$ cat src/rtl/evt_irq_pkg.sv
// Shared constants for the event status and interrupt vector controller.
// Assumes a 16-bit register data path and a 3-bit register address.
package evt_irq_pkg;
    localparam int ADDR_W = 3;
    localparam int DATA_W = 16;
    localparam int EVT_W  = 6;

    localparam logic [ADDR_W-1:0] RA_MASK = 3'd0;
    localparam logic [ADDR_W-1:0] RA_STAT = 3'd1;
    localparam logic [ADDR_W-1:0] RA_VEC  = 3'd2;
    localparam logic [ADDR_W-1:0] RA_DMA  = 3'd3;

    localparam int RX_RDY_BIT = 3;
    localparam int TX_RDY_BIT = 4;
    localparam int BUSY_BIT   = 12;
    localparam int RX_EN_BIT  = 15;
    localparam int TX_EN_BIT  = 7;

    localparam logic [DATA_W-1:0] W1C_BITS = 16'h0027;
endpackage

$ cat src/rtl/evt_prio_enc.sv
// Lowest-index-first priority encoder.
// Assumes W >= 2. Reports whether any request is set, the index of the lowest
// set request, and that request as a one-hot vector.
module evt_prio_enc #(
    parameter int W = 6,
    localparam int IDX_W = $clog2(W)
) (
    input  logic [W-1:0]     req,
    output logic             found,
    output logic [IDX_W-1:0] idx,
    output logic [W-1:0]     onehot
);
    // Scan from the top down so that the lowest set index is written last.
    always_comb begin
        found = 1'b0;
        idx   = '0;
        for (int i = W - 1; i >= 0; i--) begin
            if (req[i]) begin
                found = 1'b1;
                idx   = IDX_W'(i);
            end
        end
    end

    // Isolate the lowest set bit.
    assign onehot = req & (~req + W'(1));
endmodule

$ cat src/rtl/evt_stat_reg.sv
// Status flag register: bits are cleared by clr_i and set by set_i.
// Assumes set and clear may coincide; the set always wins.
module evt_stat_reg #(
    parameter int W = 16
) (
    input  logic         clk,
    input  logic         rst_n,
    input  logic [W-1:0] set_i,
    input  logic [W-1:0] clr_i,
    output logic [W-1:0] stat_o
);
    // Apply the clears first, then OR in the sets.
    always_ff @(posedge clk) begin
        if (!rst_n) stat_o <= '0;
        else        stat_o <= (stat_o & ~clr_i) | set_i;
    end
endmodule

$ cat src/rtl/evt_cfg_reg.sv
// Holds the interrupt enable mask and the two DMA direction enables.
// Assumes mask_we and dma_we are never high together (they decode one address).
// Turning a DMA direction on drops the ready-interrupt enable for that direction.
module evt_cfg_reg #(
    parameter int EVT_W   = 6,
    parameter bit NEW_REV = 1'b1,
    parameter int RX_MBIT = 3,
    parameter int TX_MBIT = 4,
    localparam int KEEP_W = NEW_REV ? EVT_W : EVT_W - 1,
    localparam logic [EVT_W-1:0] KEEP_MASK = {EVT_W{1'b1}} >> (EVT_W - KEEP_W)
) (
    input  logic             clk,
    input  logic             rst_n,
    input  logic             mask_we,
    input  logic [EVT_W-1:0] mask_wdata,
    input  logic             dma_we,
    input  logic             rx_en_wdata,
    input  logic             tx_en_wdata,
    output logic [EVT_W-1:0] mask_o,
    output logic             rx_en_o,
    output logic             tx_en_o
);
    // Mask register: plain writes, trimmed to the revision width; DMA enables knock out ready bits.
    always_ff @(posedge clk) begin
        if (!rst_n) begin
            mask_o <= '0;
        end else if (mask_we) begin
            mask_o <= mask_wdata & KEEP_MASK;
        end else if (dma_we) begin
            if (rx_en_wdata) mask_o[RX_MBIT] <= 1'b0;
            if (tx_en_wdata) mask_o[TX_MBIT] <= 1'b0;
        end
    end

    // DMA direction enables.
    always_ff @(posedge clk) begin
        if (!rst_n) begin
            rx_en_o <= 1'b0;
            tx_en_o <= 1'b0;
        end else if (dma_we) begin
            rx_en_o <= rx_en_wdata;
            tx_en_o <= tx_en_wdata;
        end
    end
endmodule

$ cat src/rtl/evt_irq_ctrl.sv
// Event status and interrupt vector controller (top).
// Assumes event set pulses last one cycle and that register reads and writes
// may occur in the same cycle. NEW_REV picks write-one-to-clear (1) or
// vector-read acknowledge (0).
module evt_irq_ctrl
    import evt_irq_pkg::*;
#(
    parameter bit NEW_REV = 1'b1,
    localparam int IDX_W = $clog2(EVT_W)
) (
    input  logic              clk,
    input  logic              rst_n,
    input  logic              wr_en,
    input  logic [ADDR_W-1:0] wr_addr,
    input  logic [DATA_W-1:0] wr_data,
    input  logic              rd_en,
    input  logic [ADDR_W-1:0] rd_addr,
    output logic [DATA_W-1:0] rd_data,
    input  logic [DATA_W-1:0] evt_set,
    input  logic              bus_busy,
    output logic              irq,
    output logic              dma_rx_req,
    output logic              dma_tx_req
);
    logic [DATA_W-1:0] stat_q;
    logic [EVT_W-1:0]  mask_q;
    logic              rx_en_q, tx_en_q;
    logic [EVT_W-1:0]  pending;
    logic              pend_found;
    logic [IDX_W-1:0]  pend_idx;
    logic [EVT_W-1:0]  pend_onehot;
    logic              mask_we, dma_we, stat_we, vec_rd;
    logic [DATA_W-1:0] clr_vec, vec_val, rd_next;

    // Write decode for each register.
    assign mask_we = wr_en && (wr_addr == RA_MASK);
    assign dma_we  = wr_en && (wr_addr == RA_DMA);

    // Revision-dependent acknowledge paths.
    generate
        if (NEW_REV) begin : g_w1c
            assign stat_we = wr_en && (wr_addr == RA_STAT);
            assign vec_rd  = 1'b0;
        end else begin : g_vec
            assign stat_we = 1'b0;
            assign vec_rd  = rd_en && (rd_addr == RA_VEC);
        end
    endgenerate

    evt_cfg_reg #(
        .EVT_W  (EVT_W),
        .NEW_REV(NEW_REV),
        .RX_MBIT(RX_RDY_BIT),
        .TX_MBIT(TX_RDY_BIT)
    ) u_cfg (
        .clk        (clk),
        .rst_n      (rst_n),
        .mask_we    (mask_we),
        .mask_wdata (wr_data[EVT_W-1:0]),
        .dma_we     (dma_we),
        .rx_en_wdata(wr_data[RX_EN_BIT]),
        .tx_en_wdata(wr_data[TX_EN_BIT]),
        .mask_o     (mask_q),
        .rx_en_o    (rx_en_q),
        .tx_en_o    (tx_en_q)
    );

    assign pending = stat_q[EVT_W-1:0] & mask_q;

    evt_prio_enc #(.W(EVT_W)) u_prio (
        .req   (pending),
        .found (pend_found),
        .idx   (pend_idx),
        .onehot(pend_onehot)
    );

    // Gather the clears from the status write and the vector acknowledge.
    always_comb begin
        clr_vec = '0;
        if (stat_we) clr_vec = clr_vec | (wr_data & W1C_BITS);
        if (vec_rd)  clr_vec = clr_vec | {{(DATA_W-EVT_W){1'b0}}, pend_onehot};
    end

    evt_stat_reg #(.W(DATA_W)) u_stat (
        .clk   (clk),
        .rst_n (rst_n),
        .set_i (evt_set),
        .clr_i (clr_vec),
        .stat_o(stat_q)
    );

    // Output lines derived from the current register state.
    assign irq        = |pending;
    assign dma_rx_req = rx_en_q && stat_q[RX_RDY_BIT];
    assign dma_tx_req = tx_en_q && stat_q[TX_RDY_BIT];

    // Vector value: lowest pending index plus one, zero if none.
    assign vec_val = pend_found ? (DATA_W'(pend_idx) + DATA_W'(1)) : '0;

    // Read multiplexer.
    always_comb begin
        rd_next = '0;
        case (rd_addr)
            RA_MASK: rd_next = DATA_W'(mask_q);
            RA_STAT: rd_next = stat_q | (DATA_W'(bus_busy) << BUSY_BIT);
            RA_VEC:  rd_next = NEW_REV ? '0 : vec_val;
            RA_DMA:  rd_next = (DATA_W'(rx_en_q) << RX_EN_BIT) | (DATA_W'(tx_en_q) << TX_EN_BIT);
            default: rd_next = '0;
        endcase
    end

    // Register the read data on each read strobe.
    always_ff @(posedge clk) begin
        if (!rst_n)     rd_data <= '0;
        else if (rd_en) rd_data <= rd_next;
    end
endmodule

$ cat config.mk
export PLATFORM = sky130hd
export DESIGN_NAME = evt_irq_ctrl
export DESIGN_NICKNAME = d
export VERILOG_FILES = /design/src/rtl/evt_irq_pkg.sv /design/src/rtl/evt_prio_enc.sv /design/src/rtl/evt_stat_reg.sv /design/src/rtl/evt_cfg_reg.sv /design/src/rtl/evt_irq_ctrl.sv
export SDC_FILE = /design/constraint.sdc
export NUM_CORES = 1
export LEC_CHECK = 0
export CAP_MARGIN = 20
export CORE_MARGIN = 4
export CORE_UTILIZATION = 40
export DETAILED_ROUTE_END_ITERATION = 7
export GPL_TIMING_DRIVEN = 0
export PLACE_DENSITY = 0.74
export SKIP_LAST_GASP = 1
export SYNTH_ARGS = -nofsm -noshare
export SYNTH_HDL_FRONTEND = slang
export SYNTH_SLANG_ARGS = --single-unit
$ cat constraint.sdc
create_clock -name clk -period 1.4 [get_ports clk]
set_input_delay 0.14 -clock clk [delete_from_list [all_inputs] [get_ports clk]]
set_output_delay 0.14 -clock clk [all_outputs]
set_load 0.02 [all_outputs]
==> summary.txt <==
POWER
---------------------------------------------------------------------------
Share of total power in combinational logic ..................        11.2%
Peak ir drop on the vdd network ..............................    0.6433 mV
Relative contribution of the clock network to total power ....        35.0%
Leakage power ................................................    0.9862 nW
Share of total power consumed by net switching ...............       22.77%
P_sw .........................................................  0.0005108 W
Internal power contribution ..................................   0.001732 W
Sequential group share of total power ........................        53.9%
Total power density per cell area ............................ 986.5 mW/mm2

TIMING
---------------------------------------------------------------------------
Final worst-path cycle share .................................       97.41%
Slew HR ......................................................       69.76%
Total negative slack .........................................         0 ns
Measured slew at the worst slew-check pin ....................    0.4537 ns
Final slew viol count ........................................            0
Final Setup Violations .......................................            0
Worst clock skew .............................................  0.005814 ns
Hold Slack ...................................................    0.2974 ns
Maximum clock frequency ......................................   0.7333 GHz
Unrepaired setup endpoints after global routing ..............           no
Final Hold Vio Count .........................................            0
Post-layout minimum cycle time ...............................     1.364 ns

CELLS AND AREA
---------------------------------------------------------------------------
Leading cell type in the layout, fill and taps excluded ......      dfxtp_1
Antenna cell count ...........................................            0
Most used cells in the layout excluding fill and tap cells ... dfxtp_1 (40), clkdlybuf4s50_1 (39), nor2b_1 (19)
Layout fillers ...............................................          357
# nets final .................................................          264
Area growth from synthesis to layout .........................       42.62%
Final std cells w/o fill .....................................          270
Fraction of layout instances using a drive strength above 1 ..       6.757%

GRT
---------------------------------------------------------------------------
Initial antenna violation count ..............................            0
First-pass GRT wire length ...................................      6127 um
Maximum number of pins on one net before global-route repair .           13
Via count of the first global-routing pass ...................         1345
Overall global routing resource usage ........................       15.44%
Global-route congestion overflow total .......................            0

WORST HOLD PATH
---------------------------------------------------------------------------
Min-delay worst type .........................................    in -> reg
Launch instance of the worst min-delay path ..................        rd_en

LOGIC SYNTHESIS
---------------------------------------------------------------------------
Async set or reset register ratio after synthesis ............           0%
Syn Std Cell Area ............................................ 0.001594 mm2
Count of state elements after synthesis ......................           40
Prevailing post-synth register cell ..........................      dfxtp_1
Cells after Synth ............................................          162
Synth Net Count ..............................................          205
Avg Cell Area, Syn ...........................................    9.840 um2
Sequential share of the synthesized area .....................       50.24%
Number of synthesized flops with an enable pin ...............            0
Warnings, synthesis ..........................................            0
Count of different cell masters after synthesis ..............           30

PLACE
---------------------------------------------------------------------------
Post-DP HPWL .................................................      2765 um
Cell count after placement ...................................          261
Global placement routability congestion ......................       0.6997
Count of port buffers added during placement .................           51

DRT
---------------------------------------------------------------------------
Routed wire length ...........................................      3591 um
Detailed-route via count .....................................         1324
Initial DRT Pass Iterations ..................................            4
Remaining design rule violation count ........................            0
Antenna Violating Nets Remaining .............................            0
First-iteration detailed-routing DRC count ...................           53
Routed WL per cell ...........................................     13.30 um
Via/cell ratio ...............................................        4.904

FLOORPLAN
---------------------------------------------------------------------------
Initial standard-cell utilization of the core ................       42.58%
Die Area ..................................................... 0.005059 mm2
Die outline width ............................................     71.13 um
Chip Height ..................................................     71.13 um
Placeable core region ........................................ 0.003744 mm2
I/O pins .....................................................           62
Row count ....................................................           22

CLOCK TREE
---------------------------------------------------------------------------
Clock transition at the registers of the reported paths ......      0.07 ns
Clock Tree Buf Depth .........................................            2
Maximum level of the CTS H-tree ..............................            2
Clk_lat worst skew ...........................................      0.29 ns
CTS tree .....................................................         done
Count of hold buffers inserted by post-cts repair ............            0
Clock sink count .............................................           40
Total clock buffers created by CTS ...........................            5
Cell at the root of the clock tree ...........................     clkbuf_8

SETUP PATH
---------------------------------------------------------------------------
Startpoint type of the worst setup path ......................     register
Cell family with the largest share of critical-path delay .... buffers and inverters
Ordered list of cells on the worst path ...................... clkdlybuf4s50_1
Biggest fanout along the worst timing path ...................            2
Count of buffer and inverter cells on the critical path ......            1
Launching point of the worst reg2reg path .................... u_cfg.rx_en_o$_SDFFE_PN0P_
Worst path required time .....................................      1.26 ns
Kind of end point of the critical path ....................... primary output
Worst path slowest cell ...................................... clkdlybuf4s50_1
Slowest cell delay on critical path ..........................      0.60 ns
Category of the critical setup timing path ...................   reg -> out
Origin of the worst setup path ............................... rd_data[0]$_SDFFE_PN0P_
Signal arrival time at the worst endpoint ....................      1.22 ns

OUTCOME
---------------------------------------------------------------------------
Result of the run ............................................ complete, no violations

RUN
---------------------------------------------------------------------------
Maximum capacitance violations ...............................            0

[power by group through the flow]
stage	combinational [W]	clock [W]	sequential, W
6_report	0.000251	0.000784	0.00121
5_1_grt	0.000276	0.000841	0.00121
4_1_cts	0.000253	0.000810	0.00121
3_5_place_dp	0.000255	0	0.00123
3_3_place_gp	0.000252	0	0.00123
2_1_floorplan	0.000105	0	0.00123
[area by class of cell]
type / instances / area (um2) / area share (%)
clock inverter: 1 / 7.507 / 0.3302
timing repair buffer: 52 / 525.5 / 23.12
buffer: 9 / 38.79 / 1.706
clock buffer: 7 / 86.33 / 3.797
multi-input combinational: 101 / 709.4 / 31.21
tap: 48 / 60.06 / 2.642
sequential: 40 / 800.8 / 35.22
inverter: 12 / 45.04 / 1.981
[logic make-up (layout without fill, tap and decap cells)]
| group | count (synthesis) | in the layout | share of synthesized area (%) |
|---|---|---|---|
| compound gates | 44 | 44 | 18.21 |
| mux | 12 | 12 | 7.536 |
| simple gates | 45 | 45 | 18.76 |
| buf+inv | 21 | 81 | 5.258 |
| flops | 40 | 40 | 50.24 |
[per-stage QoR]
| stage | instance area, um2 | util, % | total power [W] | worst slack, ns |
|---|---|---|---|---|
| global placement | 2165 | 57.82 | 0.001486 | -0.2951 |
| floorplan | 1594 | - | 0.001340 | 0.3321 |
| finish | 2273 | 60.73 | 0.002243 | 0.03633 |
| detailed placement | 2165 | 57.82 | 0.001489 | -0.3174 |
| CTS | 2252 | 60.16 | 0.002272 | 0.003034 |
| global route | 2273 | 60.73 | 0.002332 | 0.001551 |
[flip-flops by register name (all words and copies together), names as in the netlist]
register       cells
u_stat.stat_o     16
u_cfg.rx_en_o      1
u_cfg.tx_en_o      1
u_cfg.mask_o       6
rd_data           16
[timing repair]
| item | 4_1_cts | 5_1_grt |
|---|---|---|
| setup buffers | 0 | 1 |
| gates resized for setup | 5 | 9 |
| pin swaps | 1 | 1 |
| gates cloned | 0 | 0 |
| setup endpoints to repair | 6 | 14 |
[cells in the mapped netlist, drive strengths merged, types with 2 or more instances]
| library cell | number | area share [%] |
|---|---|---|
| inv | 12 | 2.8 |
| a21oi | 7 | 2.2 |
| mux2i | 12 | 7.5 |
| clkbuf | 5 | 1.3 |
| dfxtp | 40 | 50 |
| o22ai | 8 | 3.1 |
| and2 | 10 | 3.9 |
| a21boi | 3 | 1.4 |
| nor2b | 19 | 7.5 |
| nand4 | 2 | 0.78 |
| nand2 | 4 | 0.94 |
| a31oi | 4 | 1.6 |
| buf | 4 | 1.2 |
| a22oi | 3 | 1.4 |
| o21ai | 5 | 1.6 |
| a32o | 2 | 1.3 |
| nor2 | 2 | 0.47 |
| o21a | 12 | 5.7 |
[final timing paths]
kind	end	slack (ns)	cells after the start
worst max-delay path	rd_data[0]	0.04	1
worst min-delay path	rd_data[8]$_SDFFE_PN0P_	0.30	4
worst max register to register	rd_data[15]$_SDFFE_PN0P_	0.56	3
worst min register to register	u_stat.stat_o[7]$_SDFF_PN0_	0.45	1
[routing by layer]
layer	track usage, %	part of all wire (%)
met1	18.29	45
met2	25.13	47
met3	5.398	6.3
met4	6.889	2.1
met5	0	0
Note: power is estimated with default switching activity, not from simulation.
